### src/rtl/avi_pkg.sv
package avi_pkg;

  localparam int PKT_LEN = 17;
  localparam int IDX_W   = $clog2(PKT_LEN);

  typedef enum logic [2:0] {
    AV_IDLE,
    AV_DIV,
    AV_SUM,
    AV_SEND,
    AV_FIN
  } avi_state_e;

  typedef struct packed {
    logic ld;
    logic divStep;
    logic accStep;
    logic idxInc;
    logic idxClr;
  } avi_strobe_t;

  // Constant bytes of the packet; slots that depend on the mode read as zero.
  function automatic logic [7:0] fixedByte(input logic [IDX_W-1:0] idx);
    logic [7:0] b;
    case (idx)
      IDX_W'(0): b = 8'h82;
      IDX_W'(1): b = 8'h02;
      IDX_W'(2): b = 8'h0D;
      IDX_W'(4): b = 8'h12;
      IDX_W'(6): b = 8'h88;
      default:   b = 8'h00;
    endcase
    return b;
  endfunction

endpackage

### src/rtl/avi_ctrl.sv
module avi_ctrl
  import avi_pkg::*;
(
  input  logic        clk,
  input  logic        rstN,
  input  logic        start,
  input  logic        outReady,
  input  logic        divLast,
  input  logic        vZero,
  input  logic        idxLast,
  output avi_strobe_t stb,
  output logic        outValid,
  output logic        outDone
);

  avi_state_e st, stNx;

  always_ff @(posedge clk) begin
    if (!rstN) st <= AV_IDLE;
    else       st <= stNx;
  end

  always_comb begin
    stNx = st;
    stb  = '0;
    case (st)
      AV_IDLE: begin
        if (start) begin
          stb.ld = 1'b1;
          stNx   = AV_DIV;
        end
      end
      AV_DIV: begin
        if (vZero) begin
          stNx = AV_SUM;
        end else begin
          stb.divStep = 1'b1;
          if (divLast) stNx = AV_SUM;
        end
      end
      AV_SUM: begin
        stb.accStep = 1'b1;
        if (idxLast) begin
          stb.idxClr = 1'b1;
          stNx       = AV_SEND;
        end else begin
          stb.idxInc = 1'b1;
        end
      end
      AV_SEND: begin
        if (outReady) begin
          if (idxLast) begin
            stb.idxClr = 1'b1;
            stNx       = AV_FIN;
          end else begin
            stb.idxInc = 1'b1;
          end
        end
      end
      AV_FIN:  stNx = AV_IDLE;
      default: stNx = AV_IDLE;
    endcase
  end

  assign outValid = (st == AV_SEND);
  assign outDone  = (st == AV_FIN);

endmodule

### src/rtl/avi_dp.sv
module avi_dp
  import avi_pkg::*;
#(
  parameter int CLK_W        = 20,
  parameter int DIM_W        = 12,
  parameter int SD_LIMIT_KHZ = 27000,
  parameter int RATIO_SPLIT  = 156
) (
  input  logic             clk,
  input  logic             rstN,
  input  avi_strobe_t      stb,
  input  logic [CLK_W-1:0] pixClkKhz,
  input  logic [DIM_W-1:0] hRes,
  input  logic [DIM_W-1:0] vRes,
  output logic             divLast,
  output logic             vZero,
  output logic             idxLast,
  output logic [7:0]       outByte,
  output logic [IDX_W-1:0] outIdx
);

  localparam int NUM_W = DIM_W + 7;
  localparam int CNT_W = $clog2(NUM_W + 1);

  logic [NUM_W-1:0] num;
  logic [DIM_W-1:0] rem;
  logic [DIM_W-1:0] divisor;
  logic [CNT_W-1:0] divCnt;
  logic             hdSel;
  logic [IDX_W-1:0] idx;
  logic [7:0]       acc;

  logic [DIM_W:0]   remSh;
  logic             remGe;
  logic [DIM_W:0]   remSub;
  logic             narrow;
  logic [7:0]       modeByte;
  logic [7:0]       sumByte;

  assign remSh  = {rem, num[NUM_W-1]};
  assign remGe  = (remSh >= {1'b0, divisor});
  assign remSub = remSh - {1'b0, divisor};

  always_ff @(posedge clk) begin
    if (!rstN) begin
      num     <= '0;
      rem     <= '0;
      divisor <= '0;
      divCnt  <= '0;
      hdSel   <= 1'b0;
      vZero   <= 1'b0;
    end else if (stb.ld) begin
      num     <= NUM_W'(hRes) * NUM_W'(100);
      rem     <= '0;
      divisor <= vRes;
      divCnt  <= '0;
      hdSel   <= (pixClkKhz > CLK_W'(SD_LIMIT_KHZ));
      vZero   <= (vRes == '0);
    end else if (stb.divStep) begin
      num    <= {num[NUM_W-2:0], remGe};
      rem    <= remGe ? remSub[DIM_W-1:0] : remSh[DIM_W-1:0];
      divCnt <= divCnt + CNT_W'(1);
    end
  end

  assign divLast = (divCnt == CNT_W'(NUM_W - 1));

  // After the divide, num holds the quotient.
  assign narrow   = !vZero && (num < NUM_W'(RATIO_SPLIT));
  assign modeByte = (hdSel ? 8'h80 : 8'h40) | (narrow ? 8'h18 : 8'h28);

  always_comb begin
    sumByte = fixedByte(idx);
    if (idx == IDX_W'(5)) sumByte = modeByte;
  end

  always_ff @(posedge clk) begin
    if (!rstN) begin
      idx <= '0;
      acc <= '0;
    end else begin
      if (stb.ld) acc <= '0;
      else if (stb.accStep) acc <= acc + sumByte;

      if (stb.ld || stb.idxClr) idx <= '0;
      else if (stb.idxInc) idx <= idx + IDX_W'(1);
    end
  end

  assign idxLast = (idx == IDX_W'(PKT_LEN - 1));
  assign outIdx  = idx;
  assign outByte = (idx == IDX_W'(3)) ? (8'h00 - acc) : sumByte;

endmodule

### src/rtl/avi_frame_gen.sv
module avi_frame_gen
  import avi_pkg::*;
#(
  parameter int CLK_W        = 20,
  parameter int DIM_W        = 12,
  parameter int SD_LIMIT_KHZ = 27000,
  parameter int RATIO_SPLIT  = 156
) (
  input  logic             clk,
  input  logic             rstN,
  input  logic             start,
  input  logic [CLK_W-1:0] pixClkKhz,
  input  logic [DIM_W-1:0] hRes,
  input  logic [DIM_W-1:0] vRes,
  input  logic             outReady,
  output logic [7:0]       outByte,
  output logic [4:0]       outIdx,
  output logic             outValid,
  output logic             outDone
);

  avi_strobe_t stb;
  logic        divLast;
  logic        vZero;
  logic        idxLast;
  logic [IDX_W-1:0] idxW;

  avi_ctrl ctrl_i (
    .clk      (clk),
    .rstN     (rstN),
    .start    (start),
    .outReady (outReady),
    .divLast  (divLast),
    .vZero    (vZero),
    .idxLast  (idxLast),
    .stb      (stb),
    .outValid (outValid),
    .outDone  (outDone)
  );

  avi_dp #(
    .CLK_W        (CLK_W),
    .DIM_W        (DIM_W),
    .SD_LIMIT_KHZ (SD_LIMIT_KHZ),
    .RATIO_SPLIT  (RATIO_SPLIT)
  ) dp_i (
    .clk       (clk),
    .rstN      (rstN),
    .stb       (stb),
    .pixClkKhz (pixClkKhz),
    .hRes      (hRes),
    .vRes      (vRes),
    .divLast   (divLast),
    .vZero     (vZero),
    .idxLast   (idxLast),
    .outByte   (outByte),
    .outIdx    (idxW)
  );

  assign outIdx = 5'(idxW);

endmodule

### config.mk
export PLATFORM = sky130hd
export DESIGN_NAME = avi_frame_gen
export DESIGN_NICKNAME = d
export VERILOG_FILES = /design/src/rtl/avi_pkg.sv /design/src/rtl/avi_ctrl.sv /design/src/rtl/avi_dp.sv /design/src/rtl/avi_frame_gen.sv
export SDC_FILE = /design/constraint.sdc
export NUM_CORES = 1
export LEC_CHECK = 0
export BUFFER_PORTS_ARGS = -buffer_cell sky130_fd_sc_hd__buf_2
export CAP_MARGIN = 20
export CORE_MARGIN = 5
export CORE_UTILIZATION = 61
export DETAILED_ROUTE_END_ITERATION = 10
export GPL_TIMING_DRIVEN = 0
export HOLD_SLACK_MARGIN = 0.06
export PLACE_DENSITY = 0.83
export RECOVER_POWER = 25
export SLEW_MARGIN = 20
export SYNTH_ARGS = -nofsm -noshare
export SYNTH_HDL_FRONTEND = slang
export SYNTH_SLANG_ARGS = --single-unit
### constraint.sdc
create_clock -name clk -period 9.65 [get_ports clk]
set_clock_uncertainty 0.05 [all_clocks]
set_input_delay 1.93 -clock clk [delete_from_list [all_inputs] [get_ports clk]]
set_output_delay 1.93 -clock clk [all_outputs]
set_load 0.03 [all_outputs]
# Word-level counts from Yosys, hierarchy flattened
# Cells that the tools add are included.
[word_totals]
regBits = 66
[op_classes]
add_sub_neg = 5
mul = 1
magnitude_cmp = 3
eq_ne = 17
n_mux = 24
n_bitwise = 2
n_reduce_logical = 10
[ops]
columns = ["op", "n"]
rows = [
  ["$pmux W8 S5", 1],
  ["$mux W19", 2],
  ["$mux W8", 3],
  ["$gt A20 B15 Y1 const B", 1],
  ["$lt A19 B8 Y1 const B", 1],
  ["$mux W3", 6],
  ["$mul A12 B5 Y17 const B", 1],
  ["$eq A5 B3 Y1 const B", 3],
  ["$ge A13 B12 Y1", 1],
  ["$logic_not A12 Y1", 1],
  ["$mux W12", 1],
  ["$pmux W3 S4", 1],
  ["$sub A12 B12 Y12", 1],
  ["$add A5 B1 Y5 const B", 2],
  ["$eq A5 B2 Y1 const B", 2],
  ["$eq A5 B5 Y1 const B", 2],
  ["$add A8 B8 Y8", 1],
  ["$or A8 B8 Y8", 1],
  ["$sub A1 B8 Y8 const A", 1],
  ["$mux W1", 7],
  ["$eq A3 B2 Y1 const B", 2],
  ["$mux W6", 1],
  ["$eq A5 B1 Y1 const B", 1],
  ["$logic_not A5 Y1", 1],
  ["other kinds (15)", 18],
]

# Logic depth before layout (Yosys ltp)
# Gate-level depths: netlist (run 1).
[logic_depth]
word_depth = 6
ltp_mapped = 12
depth_no_buf = 12

# Cells and area by module
# A second synthesis (run 1) with hierarchy kept.
[hier_totals]
cells_unflattened = 619
hier_area_um2 = 5197.5
[by_module_without_submodules]
columns = ["module", "n_inst", "cells_each", "area_per_inst_um2"]
rows = [
  ["avi_dp", 1, 594, 4998.5],
  ["avi_ctrl", 1, 25, 198.9],
]

# Worst setup path before layout (run 1)
# No wires, ideal clock.
[synth_path]
path_kind = "input to register"
start = "input port hRes[6]"
end = "register dp_i.num[18]"
setup_time_ps = 127
arrival_ps = 4575
slack_ps = 4898
cell_stages = 12
n_path_buf = 0
cell_sequence = "ha_1 ha_1 inv_1 fa_1 inv_1 ha_1 or3_1 or2_1 o2111ai_2 a31oi_1 mux2i_1 or3_1"
[synth_via]
elab_chain_len = 2
[synth_lines]
columns = ["element", "line_no", "rtl"]
rows = [
  ["start: declaration", "avi_frame_gen.sv:13", "input logic [DIM_W-1:0] hRes,"],
  ["$mul A12 B5 Y17", "avi_dp.sv:53", "num <= NUM_W'(hRes) * NUM_W'(100);"],
  ["$mux W19", "avi_dp.sv:52", "end else if (stb.ld) begin"],
  ["end signal: assignment", "avi_dp.sv:53", ""],
  ["end signal: assignment", "avi_dp.sv:60", "num <= {num[NUM_W-2:0], remGe};"],
  ["end: declaration", "avi_dp.sv:25", "logic [NUM_W-1:0] num;"],
]
# No other way between the ends.
# A chain may end at the register's enable or synchronous reset.

# Worst setup path after layout (run 1)
# Same ends and word-level chain as after synthesis.

==> reports/results.md, run 1 <==
| Item | This run |
|---|---|
| Result of the run | finished, final reports clean |
| Maximum net fanout on the critical path | 3 |
| Initial antenna violation count | 0 |
| Cell-by-cell trace of the critical path | buf_2, ha_1, ha_1, inv_1, fa_1, inv_1, ha_1, or3_1, or2_1, o2111ai_2, a31oi_1, mux2i_1, or3_1 |
| Top flip-flop cell by instance count after synthesis | sky130_fd_sc_hd__dfxtp_1 |
| Static power due to leakage | 0.00264 uW |
| Critical Path Slowest Stage Cell | sky130_fd_sc_hd__fa_1 |
| Unrepaired setup endpoints after global routing | false |
| Fraction of the yosys area taken by sequential cells | 0.256 |
| Final hold violation count | 0 |
| Number of antenna cells inserted | 0 |
| Drt pass-1 iters | 5 |
| Category of the most critical setup path | in2reg |
| Synth unique cells | 61 |
| Clock transition at the registers of the reported paths | 0.08 ns |
| Die outline height | 102 um |
| Via Count | 4936 |
| # port buffers | 62 |
| Number of buffers inserted for hold repair after clock tree synthesis | 0 |
| Synthesized area divided by synthesized cell count | 7.94 um2 |
| Per-cell via count in the routed design | 5.92 |
| Fraction of layout cells with a size suffix above 1 | 0.122 |
| Effective utilization at floorplan | 0.626 |
| Gate count of the mapped netlist | 651 |
| Buffer type at the clock tree root | sky130_fd_sc_hd__clkbuf_8 |
| Ranking of synthesized cells by instance count | sky130_fd_sc_hd__nand2_1, sky130_fd_sc_hd__dfxtp_1, sky130_fd_sc_hd__ha_1 |
| Grt total ovfl | 0 |
| Layout Utilization | 0.705 |
| Top cell family by delay on the critical path | adder cells |
| Number of H-tree levels | 3 |
| Critical path's most frequent cell | sky130_fd_sc_hd__ha_1 |
| Clock buffer count from CTS | 9 |
| Number of global-route vias before repair | 4792 |
| Worst hold path type | reg2reg |
| Transition time of the tightest slew-check pin | 0.616 ns |
| Final setup fails | 0 |
| Critical Path RT | 9.83 ns |
| Buffers inserted during post-CTS setup optimization | 0 |
| Kind of start point of the critical path | primary input |
| Achievable clock frequency | 214 MHz |
| Count of instances resized after the clock tree is built | 0 |
| Max_slew headroom | 0.587 |
| Syn Nets | 774 |
| Detailed-route wire length | 12800 um |
| DRT iter0 DRCs | 240 |
| DIE AREA | 10400 um2 |
| Critical path buffer and inverter count | 3 |
| Synthesis-to-finish area growth | 12.6% |
| Maximum clock insertion buffer count | 2 |
| Setup TNS | 0 ns |
| Placed cell count | 818 |
| Worst supply voltage drop on vdd | 164 uV |
| Number of synthesis warnings | 0 |
| Count leader, synth | sky130_fd_sc_hd__nand2_1 |
| Number of synthesized flops with an enable pin | 0 |
| Netlist area before placement | 5170 um2 |
| Cells taking the most area after synthesis | sky130_fd_sc_hd__dfxtp_1, sky130_fd_sc_hd__ha_1, sky130_fd_sc_hd__nand2_1 |
| Clock latency reported for the late side of the worst-skew pair | 0.35 ns |
| Number of pins exceeding their max-slew limit in the final report | 0 |
| Post-layout minimum cycle time | 4.67 ns |
| Num Clock Sinks | 66 |
| Power density relative to cell area | 266 nW/um2 |
| Maxcap violations | 0 |
| Share of async-settable or async-resettable flops after synthesis | 0 |
| Largest net degree at the start of global routing | 13 |
| Total core area | 8260 um2 |
| Average wire per cell in the routed design | 15.3 um |
| CTS tree | built |
| First-pass GRT wire length | 21500 um |
| Placement row count | 33 |
| Final weighted congestion of routability-driven global placement | 0.894 |
| Detailed-route DRC error count | 0 |
| Detailed placer's ending HPWL | 10100 um |
| Overall Global Routing Usage | 0.254 |
| Number of standard cells in the layout, taps in and fillers out | 834 |
| Crit end category | flip-flop |
| Data arrival at the endpoint of the critical path | 4.85 ns |
| Width of the die | 102 um |
| Count of antenna-violating nets left after detailed routing | 0 |
| I/O pin cnt | 63 |
| Final worst-path cycle share | 0.484 |
| Biggest cell delay along the critical path | 0.49 ns |
| Total of flip-flops plus latches after synthesis | 66 |
| Synth top area share | 0.256 |
| Cell type with the highest aggregate area in the netlist | sky130_fd_sc_hd__dfxtp_1 |
| Number of nets in the final layout | 847 |
final timing paths:
path / start / endpoint / slack, ns / cells after the start
max: hRes[6] / dp_i.num[18]$_SDFFE_PN0P_ / 4.98 / 13
min: dp_i.divisor[8]$_SDFFE_PN0P_ / dp_i.divisor[8]$_SDFFE_PN0P_ / 0.42 / 2
min reg2reg: dp_i.divisor[8]$_SDFFE_PN0P_ / dp_i.divisor[8]$_SDFFE_PN0P_ / 0.42 / 2
max reg2reg: dp_i.outIdx[1]$_SDFFE_PP0P_ / dp_i.acc[7]$_SDFFE_PP0P_ / 6.45 / 12
layout by cell type, fill, tap and decap left out, types with 4 or more instances in the layout:
cell                       count
sky130_fd_sc_hd__a211oi_1      5
sky130_fd_sc_hd__a21boi_0     20
sky130_fd_sc_hd__a21o_1        5
sky130_fd_sc_hd__a21oi_1      35
sky130_fd_sc_hd__a22oi_1       6
sky130_fd_sc_hd__a31oi_1       6
sky130_fd_sc_hd__and2_1        4
sky130_fd_sc_hd__and3_1        7
sky130_fd_sc_hd__buf_2        66
sky130_fd_sc_hd__clkbuf_1     19
sky130_fd_sc_hd__clkbuf_8      9
sky130_fd_sc_hd__dfxtp_1      66
sky130_fd_sc_hd__fa_1          9
sky130_fd_sc_hd__ha_1         66
sky130_fd_sc_hd__inv_1        56
sky130_fd_sc_hd__mux2i_1      10
sky130_fd_sc_hd__nand2_1      82
sky130_fd_sc_hd__nand3_1      25
sky130_fd_sc_hd__nand3b_1      4
sky130_fd_sc_hd__nand4_1       9
sky130_fd_sc_hd__nor2_1       38
sky130_fd_sc_hd__nor2b_1      10
sky130_fd_sc_hd__nor3_1       15
sky130_fd_sc_hd__nor4_1        5
sky130_fd_sc_hd__o211a_1       4
sky130_fd_sc_hd__o21a_1        9
sky130_fd_sc_hd__o21ai_0      45
sky130_fd_sc_hd__or3_1        10
sky130_fd_sc_hd__xnor2_1      15
sky130_fd_sc_hd__xor2_1       13
routing by layer:
layer  up-vias  track usage  wire, um
li1       2440            -         -
met1      2322        0.312      5480
met2       139        0.461      6500
met3        35       0.0198       463
met4         0       0.0969       320
met5         -            0         0
tightest hold or removal path, stage by stage, from the launching register on:
cell	delay [ns]
sky130_fd_sc_hd__dfxtp_1	0.32
sky130_fd_sc_hd__nand2_1	0.05
sky130_fd_sc_hd__a21boi_0	0.06
sequential cells by signal, indices dropped and copies added, names as in the netlist:
| name | flops |
|---|---|
| dp_i.hdSel | 1 |
| dp_i.rem | 12 |
| ctrl_i.st | 3 |
| dp_i.outIdx | 5 |
| dp_i.num | 19 |
| dp_i.divCnt | 5 |
| dp_i.divisor | 12 |
| dp_i.acc | 8 |
| dp_i.vZero | 1 |
through the flow:
stage                     total power [uW]  instance area (um2)  setup WS [ns]  hold WS [ns]
final                                 1550                 5820           4.98         0.415
after CTS                             1530                 5830           4.98         0.417
after detailed placement              1270                 5610           4.62         0.404
after floorplan                       1070                 5170           4.90         0.379
after global placement                1230                 5610           4.64         0.391
after global routing                  1660                 5820           4.85         0.436
report_power, final:
group | leakage (uW) | switching [uW] | internal [uW] | total (uW)
clock | 0.000105 | 117 | 145 | 262
combinational | 0.00199 | 526 | 366 | 892
sequential | 0.000538 | 57.9 | 336 | 394
total | 0.00264 | 700 | 848 | 1550
kinds of logic (layout without fill, tap and decap cells):
group                    after synthesis  after routing  share of synthesized area
flip-flops                            66             66                      0.256
multiplexers                          10             10                     0.0194
XOR/XNOR                              28             28                     0.0474
AO/OA/AOI/OAI                        160            160                      0.201
buffers and inverters                 82            160                     0.0634
AND/OR/NAND/NOR                      230            230                      0.219
adder cells (fa/ha/maj)               75             75                      0.195
final cells by class:
| type | count | area (um2) |
|---|---|---|
| fillers | 679 | 2440 |
| multi-input cells | 503 | 3520 |
| flip-flops and latches | 66 | 1320 |
| inverters | 56 | 210 |
| repair buffers | 62 | 307 |
| clock inverters | 7 | 93.8 |
| well taps | 105 | 131 |
| plain buffers | 26 | 114 |
| clock buffers | 9 | 124 |
Note: power is estimated with default switching activity, not from simulation.
==> run 2, diff against run 1 <==
Settings changed: CORE_UTILIZATION 61 to 59, PLACE_DENSITY 0.83 to 0.81.
Clock period 9.65 ns to 4.53 ns, I/O delays scaled along.
==> run 2 against run 1 <==
Critical path depth unchanged; combinational power up 110%; global-route usage down 2.2 points; first-iteration DRC count grew 7.5%; via count decreased by 0.91%; clock-buffer cell count unchanged; largest cell class unchanged.
==> reports/results.md, run 2 (synthesis results as in run 1) <==
| Item | This run | Change |
|---|---|---|
| Max reg flops | 19 | unchanged |
| Final hold violation count | 0 | unchanged |
| Clock share of power | 0.169 | about the same |
| First-pass GRT wire length | 21300 um | -1.1% |
| Fraction of layout cells with a size suffix above 1 | 0.114 | -0.00807 |
| Final weighted congestion of routability-driven global placement | 0.901 | +0.76% |
| Pwr Total | 3260 uW | +110% |
| Kind of start point of the critical path | primary input |  |
| Total internal power | 1800 uW | +110% |
| Crit end category | flip-flop |  |
| Clock latency reported for the late side of the worst-skew pair | 0.35 ns | about the same |
| Power density relative to cell area | 561 nW/um2 | +110% |
| Largest registers in the final layout | dp_i.num (19), dp_i.divisor (12), dp_i.rem (12) |  |
| Largest net degree at the start of global routing | 13 | unchanged |
| Worst hold path type | reg2reg |  |
| Post-layout minimum cycle time | 3.68 ns |  |
| Maximum net fanout on the critical path | 3 | unchanged |
| Width of the die | 104 um | +1.5% |
| Final setup fails | 0 | unchanged |
| Number of buffers inserted for hold repair after clock tree synthesis | 0 | unchanged |
| Detailed placer's ending HPWL | 9960 um | -1.1% |
| Final worst-path cycle share | 0.813 |  |
| Number of antenna cells inserted | 0 | unchanged |
| Overall Global Routing Usage | 0.232 | -0.0221 |
| Biggest register | dp_i.num |  |
| Maximum clock insertion buffer count | 2 | unchanged |
| Total core area | 8640 um2 | +4.6% |
| Placement row count | 34 | +3.0% |
| Initial antenna violation count | 0 | unchanged |
| Transition time of the tightest slew-check pin | 1.10 ns | +0.480 ns |
| Number of pins exceeding their max-slew limit in the final report | 0 | unchanged |
| Commonest non-fill, non-tap cells in the layout | sky130_fd_sc_hd__nand2_1, sky130_fd_sc_hd__ha_1, sky130_fd_sc_hd__dfxtp_1, sky130_fd_sc_hd__buf_2, sky130_fd_sc_hd__inv_1 |  |
| Buffers inserted during post-CTS setup optimization | 0 | unchanged |
| Count of instances resized after the clock tree is built | 0 | unchanged |
| I/O pin cnt | 63 | unchanged |
| Sw frac | 0.448 | -0.00477 |
| Achievable clock frequency | 272 MHz |  |
| Unrepaired setup endpoints after global routing | false |  |
| Detailed-route wire length | 12500 um | -2.0% |
| Maxcap violations | 0 | unchanged |
| Drt pass-1 iters | 5 | unchanged |
| Synthesis-to-finish area growth | 12.5% |  |
| Fill cell total of the finished layout | 752 | +11% |
| Effective utilization at floorplan | 0.599 | -0.0274 |
| Static power due to leakage | 0.00261 uW | -1.0% |
| Grt total ovfl | 0 | unchanged |
| Setup TNS | 0 ns | unchanged |
| Count of antenna-violating nets left after detailed routing | 0 | unchanged |
| Via Count | 4891 | -0.91% |
| Share of power burned in registers | 0.257 | +0.002 |
| Number of H-tree levels | 3 | unchanged |
| Detailed-route DRC error count | 0 | unchanged |
| Result of the run | finished, final reports clean |  |
| DRT iter0 DRCs | 258 | +7.5% |
| Num Clock Sinks | 66 | unchanged |
| Number of nets in the final layout | 847 | unchanged |
| Data arrival at the endpoint of the critical path | 3.87 ns | -0.98 ns |
| Number of global-route vias before repair | 4788 | -0.083% |
| CTS tree | built |  |
| Worst supply voltage drop on vdd | 299 uV | +83% |
| # port buffers | 62 | unchanged |
| Tightest hold margin | 0.412 ns | -0.00341 ns |
| Leading cell type in the layout, fill and taps excluded | sky130_fd_sc_hd__nand2_1 |  |
| Part of the total power dissipated in combinational logic | 0.574 | -0.002 |
| Buffer type at the clock tree root | sky130_fd_sc_hd__clkbuf_8 |  |
| Per-cell via count in the routed design | 5.85 | -1.1% |
| Category of the most critical setup path | in2reg |  |
| Max_slew headroom | 0.264 | -0.323 |
| Clock buffer count from CTS | 9 | unchanged |
| Average wire per cell in the routed design | 15.0 um | -2.2% |
| Die outline height | 104 um | +1.5% |
| Critical Path RT | 4.72 ns | -5.11 ns |
| Switching power | 1460 uW | +110% |
| Clock transition at the registers of the reported paths | 0.08 ns | about the same |
| DIE AREA | 10700 um2 | +3.1% |
run 2: cell types whose count changed in the layout (fill, tap and decap cells not counted):
| cell | previous run | this run |
|---|---|---|
| sky130_fd_sc_hd__nor3_2 | 1 | 0 |
| sky130_fd_sc_hd__clkinv_2 | 2 | 0 |
| sky130_fd_sc_hd__nor3_1 | 15 | 16 |
| sky130_fd_sc_hd__o21ai_1 | 0 | 1 |
| sky130_fd_sc_hd__clkbuf_1 | 19 | 23 |
| sky130_fd_sc_hd__buf_2 | 66 | 62 |
| sky130_fd_sc_hd__o21ai_0 | 45 | 44 |
| sky130_fd_sc_hd__clkinv_4 | 1 | 2 |
run 2: final cells by class:
type / count / area [um2] / share of cell area
flip-flops and latches: 66 / 1320 / 0.227
multi-input cells: 503 / 3520 / 0.605
plain buffers: 26 / 113 / 0.0194
well taps: 108 / 135 / 0.0232
inverters: 56 / 210 / 0.0362
clock inverters: 6 / 92.6 / 0.0159
clock buffers: 9 / 124 / 0.0213
repair buffers: 62 / 303 / 0.0521
run 2: worst max-delay path, stage by stage:
cell,delay [ns]
sky130_fd_sc_hd__buf_2,0.13
sky130_fd_sc_hd__ha_1,0.30
sky130_fd_sc_hd__ha_1,0.28
sky130_fd_sc_hd__inv_1,0.05
sky130_fd_sc_hd__fa_1,0.50
sky130_fd_sc_hd__inv_1,0.04
sky130_fd_sc_hd__ha_1,0.20
sky130_fd_sc_hd__or3_1,0.40
sky130_fd_sc_hd__or2_1,0.25
sky130_fd_sc_hd__o2111ai_2,0.20
sky130_fd_sc_hd__a31oi_1,0.13
sky130_fd_sc_hd__mux2i_1,0.13
sky130_fd_sc_hd__or3_1,0.35
run 2: worst paths after layout:
| path | cells after the start | start | endpoint | slack [ns] |
|---|---|---|---|---|
| setup / recovery | 13 | hRes[6] | dp_i.num[18]$_SDFFE_PN0P_ | 0.85 |
| hold / removal | 2 | dp_i.num[0]$_SDFFE_PP0P_ | dp_i.num[1]$_SDFFE_PP0P_ | 0.41 |
| setup reg to reg | 12 | dp_i.outIdx[1]$_SDFFE_PP0P_ | dp_i.acc[7]$_SDFFE_PP0P_ | 1.35 |
| hold reg to reg | 2 | dp_i.num[0]$_SDFFE_PP0P_ | dp_i.num[1]$_SDFFE_PP0P_ | 0.41 |
run 2: metrics by stage:
stage / worst slack (ns) / utilization / area [um2] / std cells
after global routing: 0.733 / 0.673 / 5810 / 836
after detailed placement: 0.492 / 0.650 / 5620 / 821
after CTS: 0.853 / 0.675 / 5830 / 836
after floorplan: 0.802 / - / 5170 / 651
after global placement: 0.539 / 0.650 / 5620 / 821
final: 0.849 / 0.673 / 5810 / 836
run 2: layer usage:
layer,GRT usage,vias up,share of wire
li1,-,2439,-
met1,0.270,2320,0.42
met2,0.419,108,0.51
met3,0.0348,24,0.039
met4,0.0975,0,0.028
met5,0,-,0
run 2: power groups by stage:
stage | sequential, uW | clock [uW] | combinational, uW
6_report | 838 | 550 | 1870
5_1_grt | 852 | 576 | 2100
4_1_cts | 832 | 553 | 1860
3_5_place_dp | 843 | 0 | 1840
3_3_place_gp | 838 | 0 | 1780
2_1_floorplan | 813 | 0 | 1460
==> run 3, diff against run 2 <==
Settings changed: CORE_UTILIZATION 59 to 54, PLACE_DENSITY 0.81 to 0.78.
Clock period 4.53 ns to 3.35 ns, I/O delays scaled along.
==> run 3 against run 2 <==
Combinational power grew 40%; hold slack gained 0.0043 ns; sequential cell count is the same; setup slack lost 0.77 ns; critical path type unchanged; largest cell class unchanged.
==> reports/results.md, run 3 (synthesis results as in run 1) <==
| Item | This run | Change |
|---|---|---|
| Achievable clock frequency | 306 MHz |  |
| Width of the die | 108 um | +4.1% |
| Fill cell total of the finished layout | 861 | +14% |
| Layout Utilization | 0.646 | -0.0276 |
| Via Count | 4911 | +0.41% |
| Initial antenna violation count | 0 | unchanged |
| Number of standard cells in the layout, taps in and fillers out | 859 | +2.8% |
| Effective utilization at floorplan | 0.557 | -0.0418 |
| Post-layout minimum cycle time | 3.27 ns |  |
| Final weighted congestion of routability-driven global placement | 0.904 | +0.36% |
| Number of nets in the final layout | 848 | +0.12% |
| Number of pins exceeding their max-slew limit in the final report | 0 | unchanged |
| CTS tree | built |  |
| Number of antenna cells inserted | 0 | unchanged |
| Num Clock Sinks | 66 | unchanged |
| Final hold violation count | 0 | unchanged |
| PnR worst setup slack | 0.0824 ns | -0.767 ns |
| Power density relative to cell area | 752 nW/um2 | +34% |
| Number of global-route vias before repair | 4753 | -0.73% |
| Fraction of layout cells with a size suffix above 1 | 0.137 | +0.0230 |
| DRT iter0 DRCs | 296 | +15% |
| Grt total ovfl | 0 | unchanged |
| Drt pass-1 iters | 5 | unchanged |
| Max reg flops | 19 | unchanged |
| Clock buffer count from CTS | 9 | unchanged |
| Unrepaired setup endpoints after global routing | false |  |
| Per-cell via count in the routed design | 5.72 | -2.3% |
| Detailed-route wire length | 12900 um | +3.5% |
| Largest registers in the final layout | dp_i.num (19), dp_i.divisor (12), dp_i.rem (12) |  |
| Maximum net fanout on the critical path | 4 | +1 |
| Placed cell count | 842 | +2.6% |
| I/O pin cnt | 63 | unchanged |
| Commonest non-fill, non-tap cells in the layout | sky130_fd_sc_hd__nand2_1, sky130_fd_sc_hd__dfxtp_1, sky130_fd_sc_hd__buf_2, sky130_fd_sc_hd__inv_1, sky130_fd_sc_hd__ha_1 |  |
| Synthesis-to-finish area growth | 15.9% |  |
| Static power due to leakage | 0.00263 uW | +0.69% |
| Max_slew headroom | 0.285 | +0.0209 |
| Number of H-tree levels | 3 | unchanged |
| Data arrival at the endpoint of the critical path | 3.47 ns | -0.40 ns |
| Worst supply voltage drop on vdd | 508 uV | +70% |
| Clock transition at the registers of the reported paths | 0.08 ns | about the same |
| Final setup fails | 0 | unchanged |
| Design Area, Final | 5990 um2 | +3.1% |
| Pwr Total | 4510 uW | +38% |
| Buffer type at the clock tree root | sky130_fd_sc_hd__clkbuf_8 |  |
| Overall Global Routing Usage | 0.226 | -0.00612 |
| Category of the most critical setup path | in2reg |  |
| Largest net degree at the start of global routing | 13 | unchanged |
| First-pass GRT wire length | 21300 um | -0.20% |
| Maxcap violations | 0 | unchanged |
| Detailed-route DRC error count | 0 | unchanged |
| Detailed placer's ending HPWL | 10000 um | +0.93% |
| DIE AREA | 11600 um2 | +8.3% |
| Maximum clock insertion buffer count | 2 | unchanged |
| Leading cell type in the layout, fill and taps excluded | sky130_fd_sc_hd__nand2_1 |  |
| Result of the run | finished, final reports clean |  |
| Number of buffers inserted for hold repair after clock tree synthesis | 0 | unchanged |
| Critical Path RT | 3.55 ns | -1.17 ns |
| Final worst-path cycle share | 0.975 |  |
| Total core area | 9280 um2 | +7.5% |
| Placement row count | 35 | +2.9% |
| Worst hold path type | reg2reg |  |
| Average wire per cell in the routed design | 15.1 um | +0.68% |
| Placed cell areas | 5700 um2 | +1.5% |
| # port buffers | 62 | unchanged |
| Clock latency reported for the late side of the worst-skew pair | 0.36 ns | about the same |
| Biggest register | dp_i.num |  |
| Crit end category | flip-flop |  |
| Transition time of the tightest slew-check pin | 1.06 ns | -0.0311 ns |
| Worst setup slack after placement | -0.359 ns | -0.851 ns |
| Die outline height | 108 um | +4.1% |
| Kind of start point of the critical path | primary input |  |
| Count of antenna-violating nets left after detailed routing | 0 | unchanged |
==> run 3: cell types whose count changed in the layout (fill, tap and decap cells not counted), moves of 2 or more <==
cell                    delta
sky130_fd_sc_hd__ha_4      +9
sky130_fd_sc_hd__ha_1     -12
sky130_fd_sc_hd__ha_2      +3
sky130_fd_sc_hd__buf_4     +2
sky130_fd_sc_hd__buf_2     -2
==> run 3: critical path, stage by stage <==
cell and delay (ns):
sky130_fd_sc_hd__clkbuf_4 0.15, sky130_fd_sc_hd__ha_4 0.25, sky130_fd_sc_hd__ha_4 0.26, sky130_fd_sc_hd__inv_2 0.03
sky130_fd_sc_hd__fa_1 0.47, sky130_fd_sc_hd__inv_1 0.06, sky130_fd_sc_hd__ha_4 0.16, sky130_fd_sc_hd__or3_1 0.37
sky130_fd_sc_hd__or2_1 0.24, sky130_fd_sc_hd__o2111ai_2 0.19, sky130_fd_sc_hd__nand2_1 0.09, sky130_fd_sc_hd__or3_1 0.36
sky130_fd_sc_hd__and4_1 0.17
==> run 3: final timing paths <==
path | start | to | slack [ns] | cells after the start
worst min register to register | dp_i.divisor[7]$_SDFFE_PN0P_ | dp_i.divisor[7]$_SDFFE_PN0P_ | 0.42 | 2
worst min-delay path | dp_i.divisor[7]$_SDFFE_PN0P_ | dp_i.divisor[7]$_SDFFE_PN0P_ | 0.42 | 2
worst max register to register | dp_i.outIdx[1]$_SDFFE_PP0P_ | dp_i.acc[7]$_SDFFE_PP0P_ | 0.28 | 12
worst max-delay path | hRes[5] | dp_i.num[16]$_SDFFE_PN0P_ | 0.08 | 13
==> run 3: final cells by class <==
class                      count  area [um2]  area share
multi-input combinational    503        3650       0.608
sequential                    66        1320       0.220
timing repair buffer          63         315      0.0526
inverter                      56         210      0.0351
tap                          129         161      0.0269
clock buffer                  10         138      0.0230
buffer                        26         113      0.0188
clock inverter                 6        90.1      0.0150
==> run 3: through the flow <==
stage,setup TNS (ns),hold slack [ns]
CTS,0,0.420
floorplan,-0.0684,0.379
detailed placement,-1.05,0.404
global route,0,0.452
global placement,-0.754,0.403
finish,0,0.416
==> run 3: timing repair <==
action                     in CTS  in global routing
buffers inserted                0                  1
resized for setup               0                 11
setup endpoints to repair       0                  3
hold endpoints to repair        0                  0
==> run 3: power breakdown <==
| group | internal, uW | switching [uW] | total (uW) |
|---|---|---|---|
| logic | 1090 | 1520 | 2610 |
| registers | 969 | 158 | 1130 |
| clock network | 440 | 332 | 772 |
==> run 3: per-layer routing <==
metal  global-route usage  part of all wire  wire [um]
met1                0.268              0.41       5330
met4               0.0830             0.020        263
met2                0.411              0.52       6760
met5                    0                 0          0
met3               0.0300             0.046        594
